**config.mk**
```make
export PLATFORM = sky130hd
export DESIGN_NAME = pt_walker
export DESIGN_NICKNAME = d
export VERILOG_FILES = /design/src/rtl/pw_pkg.sv /design/src/rtl/pw_addr_gen.sv /design/src/rtl/pw_perm_eval.sv /design/src/rtl/pw_leaf_update.sv /design/src/rtl/pt_walker.sv
export SDC_FILE = /design/constraint.sdc
export NUM_CORES = 1
export LEC_CHECK = 0
export ABC_AREA = 0
export BUFFER_PORTS_ARGS = -buffer_cell sky130_fd_sc_hd__buf_4
export CORE_MARGIN = 10
export CORE_UTILIZATION = 56
export DETAILED_ROUTE_END_ITERATION = 8
export GPL_TIMING_DRIVEN = 0
export MAX_ROUTING_LAYER = met4
export PLACE_DENSITY = 0.83
export SLEW_MARGIN = 20
export SYNTH_ARGS = -nofsm -noshare
export SYNTH_HDL_FRONTEND = slang
export SYNTH_HIERARCHICAL = 1
export SYNTH_SLANG_ARGS = --single-unit
```
**constraint.sdc**
```tcl
create_clock -name clk -period 7.35 [get_ports clk]
set_input_delay 1.8375 -clock clk [delete_from_list [all_inputs] [get_ports clk]]
set_output_delay 1.8375 -clock clk [all_outputs]
set_load 0.02 [all_outputs]
```
**src/rtl/pw_pkg.sv**
```systemverilog
// Shared definitions for the page table walker: walk states and the
// fixed bit positions inside a translation entry and the result attributes.
package pw_pkg;
    typedef enum logic [2:0] {
        ST_IDLE,
        ST_RD_DIR,
        ST_RD_TBL,
        ST_WB,
        ST_DONE
    } walk_st_e;

    // Entry flag positions (layout decoded by the walker)
    localparam int E_PRESENT = 0;
    localparam int E_WRITE   = 1;
    localparam int E_USER    = 2;
    localparam int E_WT      = 3;
    localparam int E_CD      = 4;
    localparam int E_ACC     = 5;
    localparam int E_DIRTY   = 6;
    localparam int E_LARGE   = 7;
    localparam int E_GLOBAL  = 8;

    localparam int ATTR_W = 6;
endpackage

```
**src/rtl/pw_addr_gen.sv**
```systemverilog
// Address composition for the walker. Builds the directory and table entry
// byte addresses and the physical result for small and large pages.
// Assumes 4-byte entries and frames aligned to 2**OFF_W bytes.
module pw_addr_gen #(
    parameter int DIR_IDX_W = 10,
    parameter int TBL_IDX_W = 10,
    parameter int OFF_W     = 12,
    localparam int VA_W     = DIR_IDX_W + TBL_IDX_W + OFF_W,
    localparam int FRAME_W  = VA_W - OFF_W
) (
    input  logic [FRAME_W-1:0] dir_frame,
    input  logic [VA_W-1:0]    vaddr,
    input  logic [FRAME_W-1:0] tbl_frame,
    input  logic [FRAME_W-1:0] leaf_frame,
    output logic [VA_W-1:0]    dir_ent_addr,
    output logic [VA_W-1:0]    tbl_ent_addr,
    output logic [VA_W-1:0]    pa_small,
    output logic [VA_W-1:0]    pa_large
);
    localparam int ENT_SH   = 2;
    localparam int LG_OFF_W = TBL_IDX_W + OFF_W;

    // Entry addresses: frame base plus scaled index
    always_comb begin
        dir_ent_addr = {dir_frame, OFF_W'(0)}
                     | (VA_W'(vaddr[VA_W-1 -: DIR_IDX_W]) << ENT_SH);
        tbl_ent_addr = {tbl_frame, OFF_W'(0)}
                     | (VA_W'(vaddr[OFF_W +: TBL_IDX_W]) << ENT_SH);
    end

    // Physical results for both page sizes
    always_comb begin
        pa_small = {leaf_frame, vaddr[OFF_W-1:0]};
        pa_large = {leaf_frame[FRAME_W-1:TBL_IDX_W], vaddr[LG_OFF_W-1:0]};
    end
endmodule

```
**src/rtl/pw_perm_eval.sv**
```systemverilog
// Permission evaluation. Combines the writable and user flags of one or
// two levels and flags a protection fault for the access kind.
module pw_perm_eval (
    input  logic up_rw,
    input  logic up_us,
    input  logic lo_rw,
    input  logic lo_us,
    input  logic two_level,
    input  logic is_write,
    input  logic is_user,
    output logic eff_rw,
    output logic eff_us,
    output logic prot_fault
);
    // Effective rights and fault decision
    always_comb begin
        eff_rw     = up_rw & (two_level ? lo_rw : 1'b1);
        eff_us     = up_us & (two_level ? lo_us : 1'b1);
        prot_fault = (is_write & ~eff_rw) | (is_user & ~eff_us);
    end
endmodule

```
**src/rtl/pw_leaf_update.sv**
```systemverilog
// Accessed/dirty update of a leaf entry. Computes the entry to write back
// and whether a write is needed at all. Dirty is only set when allowed.
module pw_leaf_update #(
    parameter int ENT_W = 32
) (
    input  logic [ENT_W-1:0] entry,
    input  logic             is_write,
    input  logic             dirty_en,
    output logic [ENT_W-1:0] new_entry,
    output logic             need_wb
);
    import pw_pkg::*;

    // Set flags and compare with the original
    always_comb begin
        new_entry           = entry;
        new_entry[E_ACC]    = 1'b1;
        if (is_write && dirty_en) begin
            new_entry[E_DIRTY] = 1'b1;
        end
        need_wb = (new_entry != entry);
    end
endmodule

```
**src/rtl/pt_walker.sv**
```systemverilog
// Two-level page table walker. Accepts one lookup at a time, reads the
// directory entry and, for small pages, the table entry over a
// request/acknowledge memory port. It answers with the physical address
// or a fault, and writes back accessed/dirty flags of the leaf when needed.
// Assumes cfg inputs are stable from acceptance until the response.
module pt_walker #(
    parameter int DIR_IDX_W = 10,
    parameter int TBL_IDX_W = 10,
    parameter int OFF_W     = 12,
    localparam int VA_W     = DIR_IDX_W + TBL_IDX_W + OFF_W,
    localparam int FRAME_W  = VA_W - OFF_W
) (
    input  logic                       clk,
    input  logic                       rst_n,
    input  logic                       cfg_pg_en,
    input  logic [FRAME_W-1:0]         cfg_dir_frame,
    input  logic                       req_valid,
    output logic                       req_ready,
    input  logic [VA_W-1:0]            req_vaddr,
    input  logic                       req_write,
    input  logic                       req_user,
    output logic                       rsp_valid,
    output logic                       rsp_fault,
    output logic [VA_W-1:0]            rsp_paddr,
    output logic [pw_pkg::ATTR_W-1:0]  rsp_attr,
    output logic [VA_W-1:0]            fault_addr,
    output logic [2:0]                 fault_code,
    output logic                       mem_req,
    output logic                       mem_we,
    output logic [VA_W-1:0]            mem_addr,
    output logic [VA_W-1:0]            mem_wdata,
    input  logic                       mem_ack,
    input  logic [VA_W-1:0]            mem_rdata
);
    import pw_pkg::*;

    walk_st_e           state;
    logic [VA_W-1:0]    va_q;
    logic               wr_q, us_q;
    logic [FRAME_W-1:0] dir_frame_q, pde_frame_q;
    logic               pde_rw_q, pde_us_q;
    logic [VA_W-1:0]    wb_addr_q, wb_data_q, paddr_q;
    logic [ATTR_W-1:0]  attr_q;
    logic               fault_q;
    logic [2:0]         code_q;

    logic [VA_W-1:0]    dir_ent_addr, tbl_ent_addr, pa_small, pa_large;
    logic [VA_W-1:0]    leaf_addr, new_entry;
    logic               in_tbl, eff_rw, eff_us, prot_fault, need_wb;

    assign in_tbl = (state == ST_RD_TBL);

    pw_addr_gen #(
        .DIR_IDX_W (DIR_IDX_W),
        .TBL_IDX_W (TBL_IDX_W),
        .OFF_W     (OFF_W)
    ) u_addr (
        .dir_frame    (dir_frame_q),
        .vaddr        (va_q),
        .tbl_frame    (pde_frame_q),
        .leaf_frame   (mem_rdata[VA_W-1:OFF_W]),
        .dir_ent_addr (dir_ent_addr),
        .tbl_ent_addr (tbl_ent_addr),
        .pa_small     (pa_small),
        .pa_large     (pa_large)
    );

    pw_perm_eval u_perm (
        .up_rw      (in_tbl ? pde_rw_q : mem_rdata[E_WRITE]),
        .up_us      (in_tbl ? pde_us_q : mem_rdata[E_USER]),
        .lo_rw      (mem_rdata[E_WRITE]),
        .lo_us      (mem_rdata[E_USER]),
        .two_level  (in_tbl),
        .is_write   (wr_q),
        .is_user    (us_q),
        .eff_rw     (eff_rw),
        .eff_us     (eff_us),
        .prot_fault (prot_fault)
    );

    pw_leaf_update #(
        .ENT_W (VA_W)
    ) u_leaf (
        .entry     (mem_rdata),
        .is_write  (wr_q),
        .dirty_en  (in_tbl),
        .new_entry (new_entry),
        .need_wb   (need_wb)
    );

    assign leaf_addr = in_tbl ? tbl_ent_addr : dir_ent_addr;

    // Walk sequencing and result capture
    always_ff @(posedge clk) begin
        if (!rst_n) begin
            state       <= ST_IDLE;
            va_q        <= '0;
            wr_q        <= 1'b0;
            us_q        <= 1'b0;
            dir_frame_q <= '0;
            pde_frame_q <= '0;
            pde_rw_q    <= 1'b0;
            pde_us_q    <= 1'b0;
            wb_addr_q   <= '0;
            wb_data_q   <= '0;
            paddr_q     <= '0;
            attr_q      <= '0;
            fault_q     <= 1'b0;
            code_q      <= '0;
        end else begin
            case (state)
                ST_IDLE: begin
                    if (req_valid) begin
                        va_q        <= req_vaddr;
                        wr_q        <= req_write;
                        us_q        <= req_user;
                        dir_frame_q <= cfg_dir_frame;
                        fault_q     <= 1'b0;
                        code_q      <= '0;
                        if (cfg_pg_en) begin
                            state <= ST_RD_DIR;
                        end else begin
                            paddr_q <= req_vaddr;
                            attr_q  <= ATTR_W'(3);
                            state   <= ST_DONE;
                        end
                    end
                end
                ST_RD_DIR, ST_RD_TBL: begin
                    if (mem_ack) begin
                        if (!mem_rdata[E_PRESENT] || (!in_tbl && mem_rdata[E_LARGE] && prot_fault)
                            || (in_tbl && prot_fault)) begin
                            fault_q <= 1'b1;
                            code_q  <= {us_q, wr_q, mem_rdata[E_PRESENT]};
                            paddr_q <= '0;
                            attr_q  <= '0;
                            state   <= ST_DONE;
                        end else if (!in_tbl && !mem_rdata[E_LARGE]) begin
                            pde_frame_q <= mem_rdata[VA_W-1:OFF_W];
                            pde_rw_q    <= mem_rdata[E_WRITE];
                            pde_us_q    <= mem_rdata[E_USER];
                            state       <= ST_RD_TBL;
                        end else begin
                            paddr_q   <= in_tbl ? pa_small : pa_large;
                            attr_q    <= {~in_tbl, mem_rdata[E_GLOBAL], mem_rdata[E_CD],
                                          mem_rdata[E_WT], eff_us, eff_rw};
                            wb_addr_q <= leaf_addr;
                            wb_data_q <= new_entry;
                            state     <= need_wb ? ST_WB : ST_DONE;
                        end
                    end
                end
                ST_WB: begin
                    if (mem_ack) begin
                        state <= ST_DONE;
                    end
                end
                default: state <= ST_IDLE;
            endcase
        end
    end

    // Port drive from state and registers
    always_comb begin
        req_ready  = (state == ST_IDLE);
        rsp_valid  = (state == ST_DONE);
        rsp_fault  = (state == ST_DONE) && fault_q;
        rsp_paddr  = paddr_q;
        rsp_attr   = attr_q;
        fault_addr = va_q;
        fault_code = code_q;
        mem_req    = (state == ST_RD_DIR) || (state == ST_RD_TBL) || (state == ST_WB);
        mem_we     = (state == ST_WB);
        mem_wdata  = wb_data_q;
        case (state)
            ST_RD_DIR: mem_addr = dir_ent_addr;
            ST_RD_TBL: mem_addr = tbl_ent_addr;
            default:   mem_addr = wb_addr_q;
        endcase
    end
endmodule

```
==> impl_metrics.yaml <==
status:
  outcome: "finished, final reports clean"
timing:
  fin_worst_skew_ps: 11.37
  fmax_mhz: 210.6
  hold_viol_final: 0
  finalCritPeriodShare: 0.6460
  worstMarginPinSlew_ps: 820.2
  setup_viol: 0
  fin_crit_ps: 4748
  whs_ps: 456.4
  final_max_slew_viol_count: 0
  tns_ps: 0
  rsz0062_at_grt: "false"
  relSlewSlack: 0.4512
grt:
  grt_use_met2: 0.4513
  use_met1: 0.3473
  busiest_layer: "met2"
  antenna_found_initial: 0
  grt_max_degree: 18
  grt_overflow: 0
  grt_util_all_layers: 0.2914
  gr-usage-met3: 0.07727
  grt_pass1_vias: 9450
  grt_pass1_wl_mm: 50.80
worst_setup_path:
  cp_max_fo: 10
  rr_startpoint: "state[1]$_SDFFE_PN0P_"
  cp.arrival_ps: 2910
  critPathSlowestCell: "nor3b_2"
  worstPathCellList: "nor3b_2 > nor2_1 > clkbuf_1 > clkbuf_1 > nand2_1 > nand2_1 > buf_4"
  critPathRequiredTime_ps: 5510
  path_buf_inv: 3
  timing.critical_path.from: "state[0]$_SDFFE_PN0P_"
  cpPeakStageDelay_ps: 710
  cp-start-kind: "register"
  end_kind: "output pin"
  cp_top_family: "simple AND/OR/NAND/NOR gates"
  worstSetupPathType: "reg2out"
hold_path:
  worstHoldStart: "pde_frame_q[6]$_SDFFE_PN0P_"
  min_path_type: "reg2reg"
synth:
  synth_area_leaders: "dfxtp_1 (38%), buf_4 (13%), a21oi_1 (9.6%), nand2_1 (8.7%), a211oi_1 (5.2%)"
  synth_warnings: 6
  yosys_most_used_dff: "dfxtp_1"
  synth_area_leader_cell: "dfxtp_1"
  synthArstFlopShare: 0
  synth_top_cell_area_share: 0.3829
  synth_edf_count: 0
  syn_avg_cell_area_um2: 8.100
  netlist_area_um2: 9672
  synth_cells: 1194
  ys_types: 50
  yosysSeqAreaShare: 0.3829
  synth-seq-cells: 185
power_and_ir_drop:
  combinationalPowerShare: 0.204
  powerDensity_nw_per_um2: 208.0
  p_clk_frac: 0.369
  p_int_w: 0.001785
  swShare: 0.3001
  vdd_drop_max_v: 0.0001785
  power.net_switching_w: 0.0007656
  seq_power_share: 0.427
  p_leak_nw: 5.231
clock_network:
  ctsHoldBuffers: 0
  htree_levels: 4
  cts_buffers: 17
  cts_resized: 0
  clock_path_buffers: 2
  cts.sinks: 185
  cts_tree: "yes"
  clkSlewWorstSetupHoldPaths_ps: 70
  root_buffer: "clkbuf_16"
  post-cts-setup-buffer-count: 0
  clock_latency_ps: 450
finish:
  nets: 1535
  fill_cells: 1324
  area_growth_pct: 26.79
  drive_above_1_share: 0.3377
  antenna_cells: 0
  finalNonFillerCells: 1677
route:
  routed_wl_mm: 33.61
  drtAntennaViolNets: 0
  firstDrtPassIters: 6
  vias: 9643
  drc: 0
  dr.first_iter.drc_count: 938
  viasPerCell: 5.750
  wl_per_cell_um: 20.04
floorplan:
  pin_count: 233
  die_w_um: 151.4
  start_util: 0.5771
  core_area_um2: 16760
  die_h_um: 151.4
  die_area_um2: 22930
  rows: 47
placed_design:
  gp_congestion: 0.9640
  dp_hpwl_mm: 25.33
  place.port_buffers: 228
  dp.cells: 1645
run:
  maxCapViolations: 0
synth_stat cells (2+ instances only):
library cell / count
and2_1: 3
buf_2: 31
a22oi_1: 64
buf_4: 166
nor2_1: 7
nor3_1: 2
or2_2: 2
a21boi_1: 2
clkbuf_1: 50
nand4_1: 4
conb_1: 2
mux2_2: 23
and3_1: 2
inv_1: 8
dfxtp_1: 185
buf_1: 7
o21ai_0: 34
a21oi_1: 185
mux2_1: 11
buf_6: 4
nand4bb_1: 2
o21ai_1: 6
nand3_1: 37
nand2b_1: 6
a211oi_1: 67
nand2_1: 224
nor2b_1: 2
mux2i_1: 35
o31ai_1: 2
layer usage:
layer,vias up,part of all wire
li1,4498,-
met1,4503,0.39
met2,533,0.46
met3,109,0.11
met4,0,0.042
met5,-,0
cells by family after synthesis:
| family | after synthesis | share of synthesized area |
|---|---|---|
| flops | 185 | 0.3829 |
| compound gates | 372 | 0.2323 |
| xor+xnor | 1 | 0.0009057 |
| mux | 69 | 0.07581 |
| simple gates | 298 | 0.1321 |
| other cells | 2 | 0.0007765 |
| buf+inv | 267 | 0.1752 |
tightest hold or removal path, cell delays in order, from the launching register on:
cell and delay, ps:
dfxtp_1 310, nand2_1 50, a21oi_1 50
path summary, 6_finish.rpt:
| path | slack (ps) | to | cells past startpoint |
|---|---|---|---|
| worst max-delay path | 2600 | mem_addr[11] | 7 |
| worst max register to register | 3470 | wb_addr_q[16]$_SDFFE_PN0P_ | 13 |
| worst min-delay path | 460 | pde_frame_q[6]$_SDFFE_PN0P_ | 2 |
| worst min register to register | 460 | pde_frame_q[6]$_SDFFE_PN0P_ | 2 |
registers in the layout, summed over array words and instances (netlist names):
register	count
rsp_paddr	32
pde_frame_q	20
fault_code	3
wb_addr_q	32
fault_addr	32
mem_wdata	32
pde_rw_q	1
fault_q	1
pde_us_q	1
dir_frame_q	20
us_q	1
state	3
rsp_attr	6
wr_q	1
per-stage QoR:
step	total power, W	utilization	setup WS, ps	instance area (µm²)
floorplan	0.001412	-	3811	9683
global placement	0.001611	0.6963	3223	11670
detailed placement	0.001621	0.6963	3171	11670
CTS	0.002539	0.7317	2700	12260
global route	0.002637	0.7317	2571	12260
finish	0.002551	0.7317	2602	12260
cell type report:
cell class              count  area [µm²]  share of cell area
flip-flops and latches    185        3704              0.3020
clock inverters            14       163.9             0.01337
multi-input cells         745        4285              0.3495
plain buffers             258        1660              0.1354
inverters                   9       33.78            0.002755
well taps                 220       275.3             0.02245
repair buffers            228        1712              0.1396
clock buffers              18       429.2             0.03500
layout by cell type, fill, tap and decap left out, types with 2 or more instances in the layout:
cell / netlist / layout
nor2_1: 7 / 7
buf_4: 166 / 394
clkinv_4: 0 / 4
nor2b_1: 2 / 2
and2_1: 3 / 3
nand4_1: 4 / 4
or2_2: 2 / 2
mux2_2: 23 / 23
nand4bb_1: 2 / 2
clkbuf_1: 50 / 51
inv_6: 0 / 4
buf_6: 4 / 4
bufinv_16: 0 / 2
conb_1: 2 / 5
clkinvlp_4: 0 / 3
mux2i_1: 35 / 35
o21ai_0: 34 / 34
nand3_1: 37 / 37
nor3_1: 2 / 2
and3_1: 2 / 2
a22oi_1: 64 / 64
o21ai_1: 6 / 6
o31ai_1: 2 / 2
inv_1: 8 / 8
a21oi_1: 185 / 185
a211oi_1: 67 / 67
mux2_1: 11 / 11
buf_2: 31 / 31
nand2b_1: 6 / 6
buf_1: 7 / 7
a21boi_1: 2 / 2
clkbuf_16: 0 / 17
nand2_1: 224 / 224
dfxtp_1: 185 / 185
power by group through the flow:
stage | Sequential, W | Combinational, W | Clock, W
floorplan | 0.00114 | 0.000268 | 0
global placement | 0.00111 | 0.000503 | 0
detailed placement | 0.00111 | 0.000512 | 0
CTS | 0.00109 | 0.000515 | 0.000937
global route | 0.00109 | 0.000557 | 0.000987
finish | 0.00109 | 0.000521 | 0.000941
No activity file was read; power rests on OpenSTA's default activity.
